$ cat src/rtl/rrs_pkg.sv
package rrs_pkg;

   // Width of a counter that has to hold values 0 .. n-1.
   function automatic int unsigned rrs_cnt_w(input int unsigned n);
      return (n < 2) ? 1 : $clog2(n);
   endfunction

   // Supervisor output state.
   typedef enum logic {
      SUP_RELEASED = 1'b0,
      SUP_HELD     = 1'b1
   } sup_state_e;

endpackage

$ cat src/rtl/rrs_sync.sv
// Multi-bit, multi-stage synchronizer. Each bit gets its own flop chain.
module rrs_sync #(
   parameter int unsigned WIDTH   = 1,
   parameter int unsigned STAGES  = 2,
   parameter logic        RST_VAL = 1'b0
) (
   input  logic             clk,
   input  logic             arst_n,
   input  logic [WIDTH-1:0] d_i,
   output logic [WIDTH-1:0] q_o
);

   initial begin
      assert (STAGES >= 2) else $error("rrs_sync: STAGES must be at least 2");
      assert (WIDTH >= 1)  else $error("rrs_sync: WIDTH must be at least 1");
   end

   for (genvar b = 0; b < WIDTH; b++) begin : g_bit
      logic [STAGES-1:0] chain_q;
      always_ff @(posedge clk or negedge arst_n) begin
         if (!arst_n) chain_q <= {STAGES{RST_VAL}};
         else         chain_q <= {chain_q[STAGES-2:0], d_i[b]};
      end
      assign q_o[b] = chain_q[STAGES-1];
   end

endmodule

$ cat src/rtl/rrs_fault_merge.sv
// Merges synchronized rail flags and the manual request into one fault line.
module rrs_fault_merge #(
   parameter int unsigned NUM_RAILS = 3
) (
   input  logic [NUM_RAILS-1:0] rail_ok_s,
   input  logic                 man_rst_n_s,
   output logic                 fault_o
);

   logic all_rails_ok;

   assign all_rails_ok = &rail_ok_s;
   assign fault_o      = !all_rails_ok || !man_rst_n_s;

endmodule

$ cat src/rtl/rrs_holdoff.sv
// Hold-off timer and next-state logic for the reset output.
module rrs_holdoff
   import rrs_pkg::*;
#(
   parameter int unsigned HOLD_CYCLES = 8
) (
   input  logic       clk,
   input  logic       arst_n,
   input  logic       fault_i,
   input  sup_state_e state_q,
   output sup_state_e state_d
);

   localparam int unsigned CNT_W = rrs_cnt_w(HOLD_CYCLES);
   localparam logic [CNT_W-1:0] CNT_LAST = CNT_W'(HOLD_CYCLES - 1);

   initial begin
      assert (HOLD_CYCLES >= 1) else $error("rrs_holdoff: HOLD_CYCLES must be at least 1");
   end

   logic [CNT_W-1:0] cnt_q, cnt_d;

   always_comb begin
      state_d = state_q;
      cnt_d   = cnt_q;
      if (fault_i) begin
         state_d = SUP_HELD;
         cnt_d   = '0;
      end else if (state_q == SUP_HELD) begin
         if (cnt_q == CNT_LAST) begin
            state_d = SUP_RELEASED;
            cnt_d   = '0;
         end else begin
            cnt_d = cnt_q + 1'b1;
         end
      end
   end

   always_ff @(posedge clk or negedge arst_n) begin
      if (!arst_n) cnt_q <= '0;
      else         cnt_q <= cnt_d;
   end

endmodule

$ cat src/rtl/rrs_out_drive.sv
// Registers the reset state into two independent flops, one per polarity.
module rrs_out_drive
   import rrs_pkg::*;
(
   input  logic       clk,
   input  logic       arst_n,
   input  sup_state_e state_d,
   output sup_state_e state_q,
   output logic       rst_o,
   output logic       rst_n_o
);

   logic hi_q, lo_q;

   always_ff @(posedge clk or negedge arst_n) begin
      if (!arst_n) begin
         hi_q <= 1'b1;
         lo_q <= 1'b0;
      end else begin
         hi_q <= (state_d == SUP_HELD);
         lo_q <= (state_d != SUP_HELD);
      end
   end

   assign state_q = hi_q ? SUP_HELD : SUP_RELEASED;
   assign rst_o   = hi_q;
   assign rst_n_o = lo_q;

endmodule

$ cat src/rtl/rail_rst_supervisor.sv
module rail_rst_supervisor
   import rrs_pkg::*;
#(
   parameter int unsigned NUM_RAILS   = 3,
   parameter int unsigned SYNC_STAGES = 2,
   parameter int unsigned HOLD_CYCLES = 20_000_000
) (
   input  logic                 clk,
   input  logic                 arst_n,
   input  logic [NUM_RAILS-1:0] rail_ok_i,
   input  logic                 man_rst_n_i,
   output logic                 rst_o,
   output logic                 rst_n_o
);

   localparam int unsigned IN_W = NUM_RAILS + 1;

   initial begin
      assert (NUM_RAILS >= 1) else $error("rail_rst_supervisor: NUM_RAILS must be at least 1");
   end

   logic [IN_W-1:0]      raw_in, sync_in;
   logic [NUM_RAILS-1:0] rail_ok_s;
   logic                 man_rst_n_s;
   logic                 fault_s;
   sup_state_e           state_q, state_d;

   assign raw_in = {man_rst_n_i, rail_ok_i};

   // Reset value 0 reads as "not good", so a fresh block starts in reset.
   rrs_sync #(
      .WIDTH  (IN_W),
      .STAGES (SYNC_STAGES),
      .RST_VAL(1'b0)
   ) u_sync (
      .clk   (clk),
      .arst_n(arst_n),
      .d_i   (raw_in),
      .q_o   (sync_in)
   );

   assign rail_ok_s   = sync_in[NUM_RAILS-1:0];
   assign man_rst_n_s = sync_in[NUM_RAILS];

   rrs_fault_merge #(.NUM_RAILS(NUM_RAILS)) u_merge (
      .rail_ok_s  (rail_ok_s),
      .man_rst_n_s(man_rst_n_s),
      .fault_o    (fault_s)
   );

   rrs_holdoff #(.HOLD_CYCLES(HOLD_CYCLES)) u_hold (
      .clk    (clk),
      .arst_n (arst_n),
      .fault_i(fault_s),
      .state_q(state_q),
      .state_d(state_d)
   );

   rrs_out_drive u_out (
      .clk    (clk),
      .arst_n (arst_n),
      .state_d(state_d),
      .state_q(state_q),
      .rst_o  (rst_o),
      .rst_n_o(rst_n_o)
   );

endmodule

$ cat config.mk
export PLATFORM = sky130hd
export DESIGN_NAME = rail_rst_supervisor
export DESIGN_NICKNAME = d
export VERILOG_FILES = /design/src/rtl/rrs_pkg.sv /design/src/rtl/rrs_sync.sv /design/src/rtl/rrs_fault_merge.sv /design/src/rtl/rrs_holdoff.sv /design/src/rtl/rrs_out_drive.sv /design/src/rtl/rail_rst_supervisor.sv
export SDC_FILE = /design/constraint.sdc
export NUM_CORES = 1
export LEC_CHECK = 0
export BUFFER_PORTS_ARGS = -buffer_cell sky130_fd_sc_hd__buf_2
export CAP_MARGIN = 10
export CORE_ASPECT_RATIO = 0.8
export CORE_UTILIZATION = 30
export CTS_CLUSTER_DIAMETER = 30
export CTS_CLUSTER_SIZE = 20
export DETAILED_ROUTE_END_ITERATION = 8
export GPL_TIMING_DRIVEN = 0
export MAX_ROUTING_LAYER = met4
export SETUP_SLACK_MARGIN = 0.05
export SYNTH_ARGS = -nofsm -noshare
export SYNTH_HDL_FRONTEND = slang
export SYNTH_HIERARCHICAL = 1
export SYNTH_SLANG_ARGS = --single-unit
$ cat constraint.sdc
create_clock -name clk -period 2.3 [get_ports clk]
set_input_delay 0 -clock clk [delete_from_list [all_inputs] [get_ports clk]]
set_output_delay 0 -clock clk [all_outputs]
set_load 0.05 [all_outputs]
=== Word level (Yosys, flattened, before mapping) ===
Cells that the tools add are included.

* Flip-flop bits (word level): 35
* Output and inout port bits: 2
* Logic and storage cells: 22

* $add $sub $neg: 1
* Eq/ne operators: 1
* Muxes and demuxes: 7
* Bitwise logic cells: 1
* Reduce and logical (&&, ||, !) cells: 5

{| class="wikitable"
|+ Operator list
! operator !! number
|-
| 25-bit two-way mux || 3
|-
| 25-bit by 1-bit adder with 25-bit output, second input constant || 1
|-
| 25-bit equality test, second input constant || 1
|-
| 1-bit two-way mux || 4
|-
| 3-bit AND reduction || 1
|-
| 1-bit zero test || 2
|-
| 2-bit nonzero test || 1
|-
| 1-bit logical OR || 1
|-
| 1-bit inverter || 1
|}

=== Longest topological paths before layout ===
Gate-level depths: netlist (run 1).

* Depth in word-level cells: 5
* Depth in mapped cells: 7

=== Hierarchy ===
The synthesis (run 1) kept the hierarchy.

{| class="wikitable"
|+ Modules (own cells, without submodules)
! module !! instances !! cells each !! area an instance (µm²)
|-
| rrs_holdoff || 1 || 157 || 1448.9
|-
| rrs_sync || 1 || 12 || 230.2
|-
| rrs_out_drive || 1 || 4 || 62.6
|-
| rrs_fault_merge || 1 || 1 || 6.3
|}

=== Least setup slack after synthesis (run 1) ===
Ideal clock, no wire load.

* Kind: reg2reg
* From: register u_hold.cnt_q[0]
* To: register u_hold.cnt_q[22]
* Setup time: 131 ps
* Arrival time: 2062 ps
* Data required time: 2169 ps
* Path slack: 107 ps
* Cell stages (with the launch flop): 7
* Path buffers: 0
* Clock period less this slack: 2193 ps
* Cells stage by stage: dfrtp_1 > ha_1 > nand3_2 > nor4_1 > nand4_1 > and3_1 > or3_1

* Cells in the longest elaborated chain, start to end: 4
* Elaborated cells on any way between the ends: 5

{| class="wikitable"
|+ Ends and longest elaborated chain
! what !! line !! text
|-
| from (decl) || rrs_holdoff.sv:21 || <nowiki>logic [CNT_W-1:0] cnt_q, cnt_d;</nowiki>
|-
| from (signal assigned) || rrs_holdoff.sv:41 || <nowiki>else cnt_q <= cnt_d;</nowiki>
|-
| 25-bit by 1-bit adder with 25-bit output or 25-bit equality test (tied branches) || rrs_holdoff.sv:34, rrs_holdoff.sv:30 ||
|-
| 25-bit two-way mux (*) || rrs_holdoff.sv:30 || <nowiki>if (cnt_q == CNT_LAST) begin</nowiki>
|-
| 25-bit two-way mux (*) || rrs_holdoff.sv:29 || <nowiki>end else if (state_q == SUP_HELD) begin</nowiki>
|-
| 25-bit two-way mux (*) || rrs_holdoff.sv:26 || <nowiki>if (fault_i) begin</nowiki>
|}

Every way passes the cells marked *; elsewhere a longest branch is shown, timed or not. The select of a mux whose other input is x is not followed.
A chain may end at the register's enable or synchronous reset.

=== Worst setup path in the final report (run 1) ===
* From: register u_hold.cnt_q[18]
* To: register u_hold.cnt_q[22]

The elaborated chain is that of the path after synthesis.

==> results of run 1 <==
-- flip-flops by register name, indices dropped and copies added, names as in the netlist --
name,cells
u_out/rst_n_o,1
u_sync/g_bit.chain_q,8
u_out/rst_o,1
u_hold/cnt_q,25
-- where the power goes --
group	leakage, nW	switching [mW]	internal (mW)
clock network	0.0408	0.242	0.216
registers	0.462	0.00224	0.622
logic	0.409	0.0257	0.0213
-- worst max-delay path, stage by stage, from the launching register on --
cell	delay (ns)
dfrtp_2	0.44
or4b_4	0.53
nor4_4	0.37
a311oi_4	0.22
and3_1	0.23
or3_1	0.33
-- cell type report --
type,count,area (µm²)
Multi-Input combinational cell,121,843
Buffer,11,76.3
Sequential cell,35,881
Clock buffer,5,68.8
Timing Repair Buffer,21,150
Clock inverter,3,23.8
Inverter,6,22.5
Fill cell,571,3360
Tap cell,78,97.6
-- final timing paths --
path,startpoint,endpoint,cells past startpoint
max in group asynchronous,arst_n,u_hold/cnt_q[12]$_DFFE_PN0P_,2
min reg2reg,u_sync/g_bit[3].chain_q[0]$_DFF_PN0_,u_sync/g_bit[3].chain_q[1]$_DFF_PN0_,0
min,arst_n,u_hold/cnt_q[11]$_DFFE_PN0P_,2
max,u_hold/cnt_q[18]$_DFFE_PN0P_,u_hold/cnt_q[22]$_DFFE_PN0P_,5
max reg2reg,u_hold/cnt_q[18]$_DFFE_PN0P_,u_hold/cnt_q[22]$_DFFE_PN0P_,5
min in group clk,u_sync/g_bit[3].chain_q[0]$_DFF_PN0_,u_sync/g_bit[3].chain_q[1]$_DFF_PN0_,0
-- layout by cell type (no fill, tap or decap), drive strengths merged, types with 4 or more instances in the layout --
master,synthesis,routed
inv,6,7
nor3,6,6
a31oi,12,12
a41oi,4,4
nand4,8,8
nand2,16,16
dfrtp,34,34
nor2,4,4
a21o,4,4
nand3,13,13
clkbuf,4,7
and3,8,8
nand2b,4,4
buf,8,25
a21oi,9,9
or3,4,4
dlygate4sd3,0,5
-- cell families after synthesis --
logic type | Yosys count | share of synthesized area (%)
AO/OA/AOI/OAI | 45 | 18.8
XOR/XNOR | 1 | 0.501
flip-flops | 35 | 50.2
adder cells (fa/ha/maj) | 1 | 0.716
AND/OR/NAND/NOR | 74 | 24.6
buffers and inverters | 18 | 5.22
-- repair_timing --
action / CTS / global route
cloned: 0 / 0
pin swaps: 3 / 6
resized for setup: 6 / 14
endpoints found under the setup margin: 19 / 20
hold endpoints to repair: 38 / 0
buffers inserted: 5 / 4
hold buffers: 5 / 0
-- layer usage --
metal	wire [µm]	up-vias	track usage [%]	part of all wire, %
met5	0	-	-	0
met1	1940	691	21.9	48
met2	1720	44	19.6	43
li1	-	711	-	-
met3	278	7	3.90	6.9
met4	74	0	6.19	1.8
==> flow_summary.yaml, run 1 <==
status:
  status: "finished, final reports clean"
global_route:
  antenna_found_initial: 0
  grt_pass1_wl_mm: 6.81
  gr-total-overflow: 0
  gr-usage-all-layers_pct: 15.1
  grt_pass1_vias: 1381
  grt_start_max_net_pins: 36
power_and_ir_drop:
  power.density_nw_per_um2: 522
  worst_ir_drop_vdd_uv: 170
  p_leak_nw: 0.912
  p_total_mw: 1.13
route:
  via_count: 1453
  drt_iter0_drc: 171
  dr.pass1.iters: 4
  route.detailed.wl_per_inst_um: 14.4
  viasPerCell: 5.19
  routed_wl_mm: 4.02
  detail-route-antenna-nets: 0
  drc: 0
clock_network:
  cts_num_sinks: 35
  clock_path_buffers: 2
  root_buffer: "clkbuf_8"
  clkTransAtPathRegs_ns: 0.08
  cts_tree: "done"
  cts-buffers-inserted: 5
  htreeDepth: 2
  clkLatencyLatePin_ns: 0.29
timing:
  skew_ns: 0.00410
  period_minus_slack_ns: 2.23
  timing_hold_violations_final: 0
  tightestPinTransition_ns: 0.783
  setup_slack_ns: 0.0688
  rsz0062_at_grt: "true"
  max_slew_margin_pct: 47.6
  report.final.slew_viol_count: 0
  whs_ns: 0.321
  tns_ns: 0
  min_period_over_period_pct: 97.0
  max_clock_freq_mhz: 448
  setup_violations: 0
logic_synthesis:
  ys_types: 41
  synthMostInstantiatedCell: "dfrtp_1"
  synth_nets: 181
  synth_area_per_cell_um2: 10.0
  synth_top_cell_by_area: "dfrtp_1"
  synth_top_area_share_pct: 48.7
  synth_seq_cells: 35
  yosysSeqAreaShare_pct: 50.2
  ys_top_cells_by_area: "dfrtp_1 (49%), a31oi_1 (4.3%), nand3_1 (3.4%)"
  synthTopCellsByCount: "dfrtp_1 (34), nand2_1 (16), a31oi_1 (12), nand3_1 (12), a21oi_1 (9)"
  synth_edf_count: 0
  syn_inst: 174
  ys_async_sr_fraction_pct: 100
  yosys_warnings: 6
  netlist_area_um2: 1750
  synthFlopType: "dfrtp_1"
floorplan:
  start_util_pct: 31.6
  die-area_um2: 6140
  row_count: 24
  die_x_um: 87.3
  die-height_um: 70.3
  ios: 8
  core_um2: 5530
placed_design:
  place_inst: 260
  portBuffers: 7
  dpl-instance-area_um2: 1890
  dpl.hpwl_mm: 2.60
  place_ws_ns: -0.144
  gp_congestion: 0.817
cells_and_area:
  area_delta_synth_final_pct: 23.8
  fin_area_um2: 2160
  layout.nets: 208
  layout-drive-gt1-share_pct: 26.2
  fin_cells: 280
  finish.utilization_pct: 39.2
  num_antenna_cells: 0
job:
  drv_cap: 0
critical_path:
  critPathRequiredTime_ns: 2.48
  worstSetupEndpointType: "flip-flop"
  worstPathArrival_ns: 2.41
  crit_fanout: 6
  rrSetupSlack_ns: 0.07
  start_kind: "flip-flop"
  critPathKind: "flip-flop to flip-flop"
hold_path:
  hp-class: "input port to asynchronous set/reset pin"
Power figures use the tool's default switching activity.
==> inputs of run 2 (changes only) <==
--- a/config.mk
+++ b/config.mk
@@ -19,3 +19,2 @@
 export SYNTH_HDL_FRONTEND = slang
-export SYNTH_HIERARCHICAL = 1
 export SYNTH_SLANG_ARGS = --single-unit
==> constraint.sdc (replaced) <==
create_clock -name clk -period 2.3 [get_ports clk]
set_input_delay 0.345 -clock clk [delete_from_list [all_inputs] [get_ports clk]]
set_output_delay 0.345 -clock clk [all_outputs]
set_load 0.05 [all_outputs]
==> run 2 against run 1 <==
Worst setup slack improved by 0.20 ns. Sequential share of layout area rose by 1.7 points. Critical endpoint is now u_hold.cnt_q[24]$_DFFE_PN0P_. Combinational power fell by 34%. Highest routed layer unchanged. Largest power group is now the clock network. Flip-flop and latch count did not move. Fmax rose by 9.9%. Routed wire length fell by 2.4%. Non-clock buffer count fell by 12. Count of clock-buffer cells in the layout did not move. Power rose by 17%.
==> flow_summary.yaml, run 2 <==
logic_synthesis:
  yosys_warnings: 0
  synth_top_cell_by_area: "dfrtp_1"
  ys_async_sr_fraction_pct: 100
  ys_types: 43
  syn_inst: 180
  synth_edf_count: 0
  synthAdderAreaFrac_pct: 0.698
  netlist_area_um2: 1790
  synth_nets: 187
  muxShareOfSynthArea_pct: 0.628
  synth_top_family_by_area: "simple AND/OR/NAND/NOR gates"
  synth_seq_cells: 35
  synthMostInstantiatedCell: "dfrtp_1"
  synthTopCellsByCount: "dfrtp_1 (34), nand2_1 (23), nand3_1 (15)"
  synth_compound_area_share_pct: 17.3
  ys_top_cells_by_area: "dfrtp_1 (47%), a31oi_1 (4.9%), nand2_1 (4.8%)"
  yosys.area_share.simple_pct: 27.0
  synth_top_area_share_pct: 47.5
  synthFlopType: "dfrtp_1"
  synth_area_per_cell_um2: 9.95
  yosys.area_share.xor_xnor_pct: 0.489
  yosysSeqAreaShare_pct: 49.0
route:
  routed_wl_mm: 3.92
  viasPerCell: 5.37
  drt_iter0_drc: 111
  via_count: 1465
  detail-route-antenna-nets: 0
  drc: 0
  route.detailed.wl_per_inst_um: 14.4
  dr.pass1.iters: 4
clock_network:
  cts_num_sinks: 35
  cts-buffers-inserted: 5
  clock_path_buffers: 2
  cts_tree: "done"
  root_buffer: "clkbuf_8"
  clkTransAtPathRegs_ns: 0.07
  htreeDepth: 2
  postCtsSetupRepairBufs: 0
  clkLatencyLatePin_ns: 0.29
floorplan:
  die-area_um2: 6290
  start_util_pct: 31.9
  die_x_um: 88.4
  ios: 8
  die-height_um: 71.1
  core_um2: 5620
  row_count: 24
critical_path:
  critPathRequiredTime_ns: 2.48
  start_kind: "flip-flop"
  worstSetupEndpointType: "flip-flop"
  worstPathArrival_ns: 2.21
  crit_fanout: 7
  critPathKind: "flip-flop to flip-flop"
global_route:
  gr-usage-all-layers_pct: 14.6
  gr-total-overflow: 0
  grt_pass1_wl_mm: 6.73
  grt_pass1_vias: 1315
  grt_start_max_net_pins: 36
  antenna_found_initial: 0
cells_and_area:
  num_antenna_cells: 0
  finish.utilization_pct: 36.9
  largest_registers: "u_hold.cnt_q x25, u_sync.g_bit.chain_q x8"
  largest_register_ffs: 25
  top_register: "u_hold.cnt_q"
  layout-drive-gt1-share_pct: 16.9
  area_delta_synth_final_pct: 15.5
  layout.nets: 201
  layout_commonest_cell: "dfrtp_1"
  final_cell_mix: "dfrtp_1 (34), nand2_1 (23), nand3_1 (15), a31oi_1 (14)"
placed_design:
  dpl.hpwl_mm: 2.66
  gp_congestion: 0.801
  portBuffers: 7
power_and_ir_drop:
  p_total_mw: 1.32
  power.density_nw_per_um2: 639
  p_leak_nw: 0.865
  worst_ir_drop_vdd_uv: 246
timing:
  timing_hold_violations_final: 0
  tightestPinTransition_ns: 0.784
  skew_ns: 0.00346
  setup_violations: 0
  max_clock_freq_mhz: 493
  rsz0062_at_grt: "false"
  period_minus_slack_ns: 2.03
  max_slew_margin_pct: 47.7
  min_period_over_period_pct: 88.3
  report.final.slew_viol_count: 0
  tns_ns: 0
  whs_ns: 0.136
status:
  status: "finished, final reports clean"
job:
  drv_cap: 0
hold_path:
  hp-class: "input port to asynchronous set/reset pin"
==> run 2: path summary, 6_finish.rpt <==
path / slack (ns) / to / from / cells after the start
worst max-delay path: 0.27 / u_hold.cnt_q[24]$_DFFE_PN0P_ / u_hold.cnt_q[0]$_DFFE_PN0P_ / 6
worst min-delay path: 0.14 / u_sync.g_bit[0].chain_q[0]$_DFF_PN0_ / arst_n / 1
worst max register to register: 0.27 / u_hold.cnt_q[24]$_DFFE_PN0P_ / u_hold.cnt_q[0]$_DFFE_PN0P_ / 6
worst min register to register: 0.35 / u_sync.g_bit[1].chain_q[1]$_DFF_PN0_ / u_sync.g_bit[1].chain_q[0]$_DFF_PN0_ / 0
max in group asynchronous: 1.67 / u_hold.cnt_q[3]$_DFFE_PN0P_ / arst_n / 1
min in group clk: 0.16 / u_sync.g_bit[0].chain_q[0]$_DFF_PN0_ / rail_ok_i[0] / 1
==> run 2: repair_timing <==
item,CTS,global route
endpoints found under the setup margin,0,4
hold buffers,0,0
resized for setup,0,1
==> run 2: cells by family (layout without fill, tap and decap cells) <==
logic type      after synthesis  in the layout
mux                           1              1
flops                        35             35
fa+ha+maj                     1              1
xor+xnor                      1              1
buf+inv                      16             31
compound gates               46             46
simple gates                 80             80
==> run 2: cell type report <==
type	instances	area (µm²)
Clock inverter	3	67.6
Buffer	13	77.6
Timing Repair Buffer	7	35.0
Multi-Input combinational cell	129	835
Tap cell	78	97.6
Sequential cell	35	877
Fill cell	561	3550
Inverter	3	11.3
Clock buffer	5	68.8
==> run 2: metrics by stage <==
step                instance area, µm²  worst slack, ns  instances
floorplan                         1790            0.407        180
global placement                  1920            0.136        265
detailed placement                1920           0.0781        265
CTS                               2060           0.0767        273
global route                      2070           0.0609        273
finish                            2070            0.270        273
==> run 2: metal layers <==
layer  share of wire (%)  up-vias  GRT usage, %  wire length [µm]
met1                  50      714          21.9              1980
met3                 6.2        5          4.20               245
met4                0.97        0          3.76                38
li1                    -      710             -                 -
met2                  42       36          18.9              1660
met5                   0        -             -                 0
==> run 2: report_power, final <==
part	internal (mW)	switching [mW]
Sequential	0.623	0.00309
Combinational	0.00878	0.0222
Clock	0.432	0.233
==> run 2: critical path, cell delays in order, from the launching register on <==
cell and delay (ns):
dfrtp_1 0.42, ha_1 0.30, nand4_4 0.20, nor4_4 0.48, nand3_1 0.16, a21o_1 0.20
a22o_1 0.17
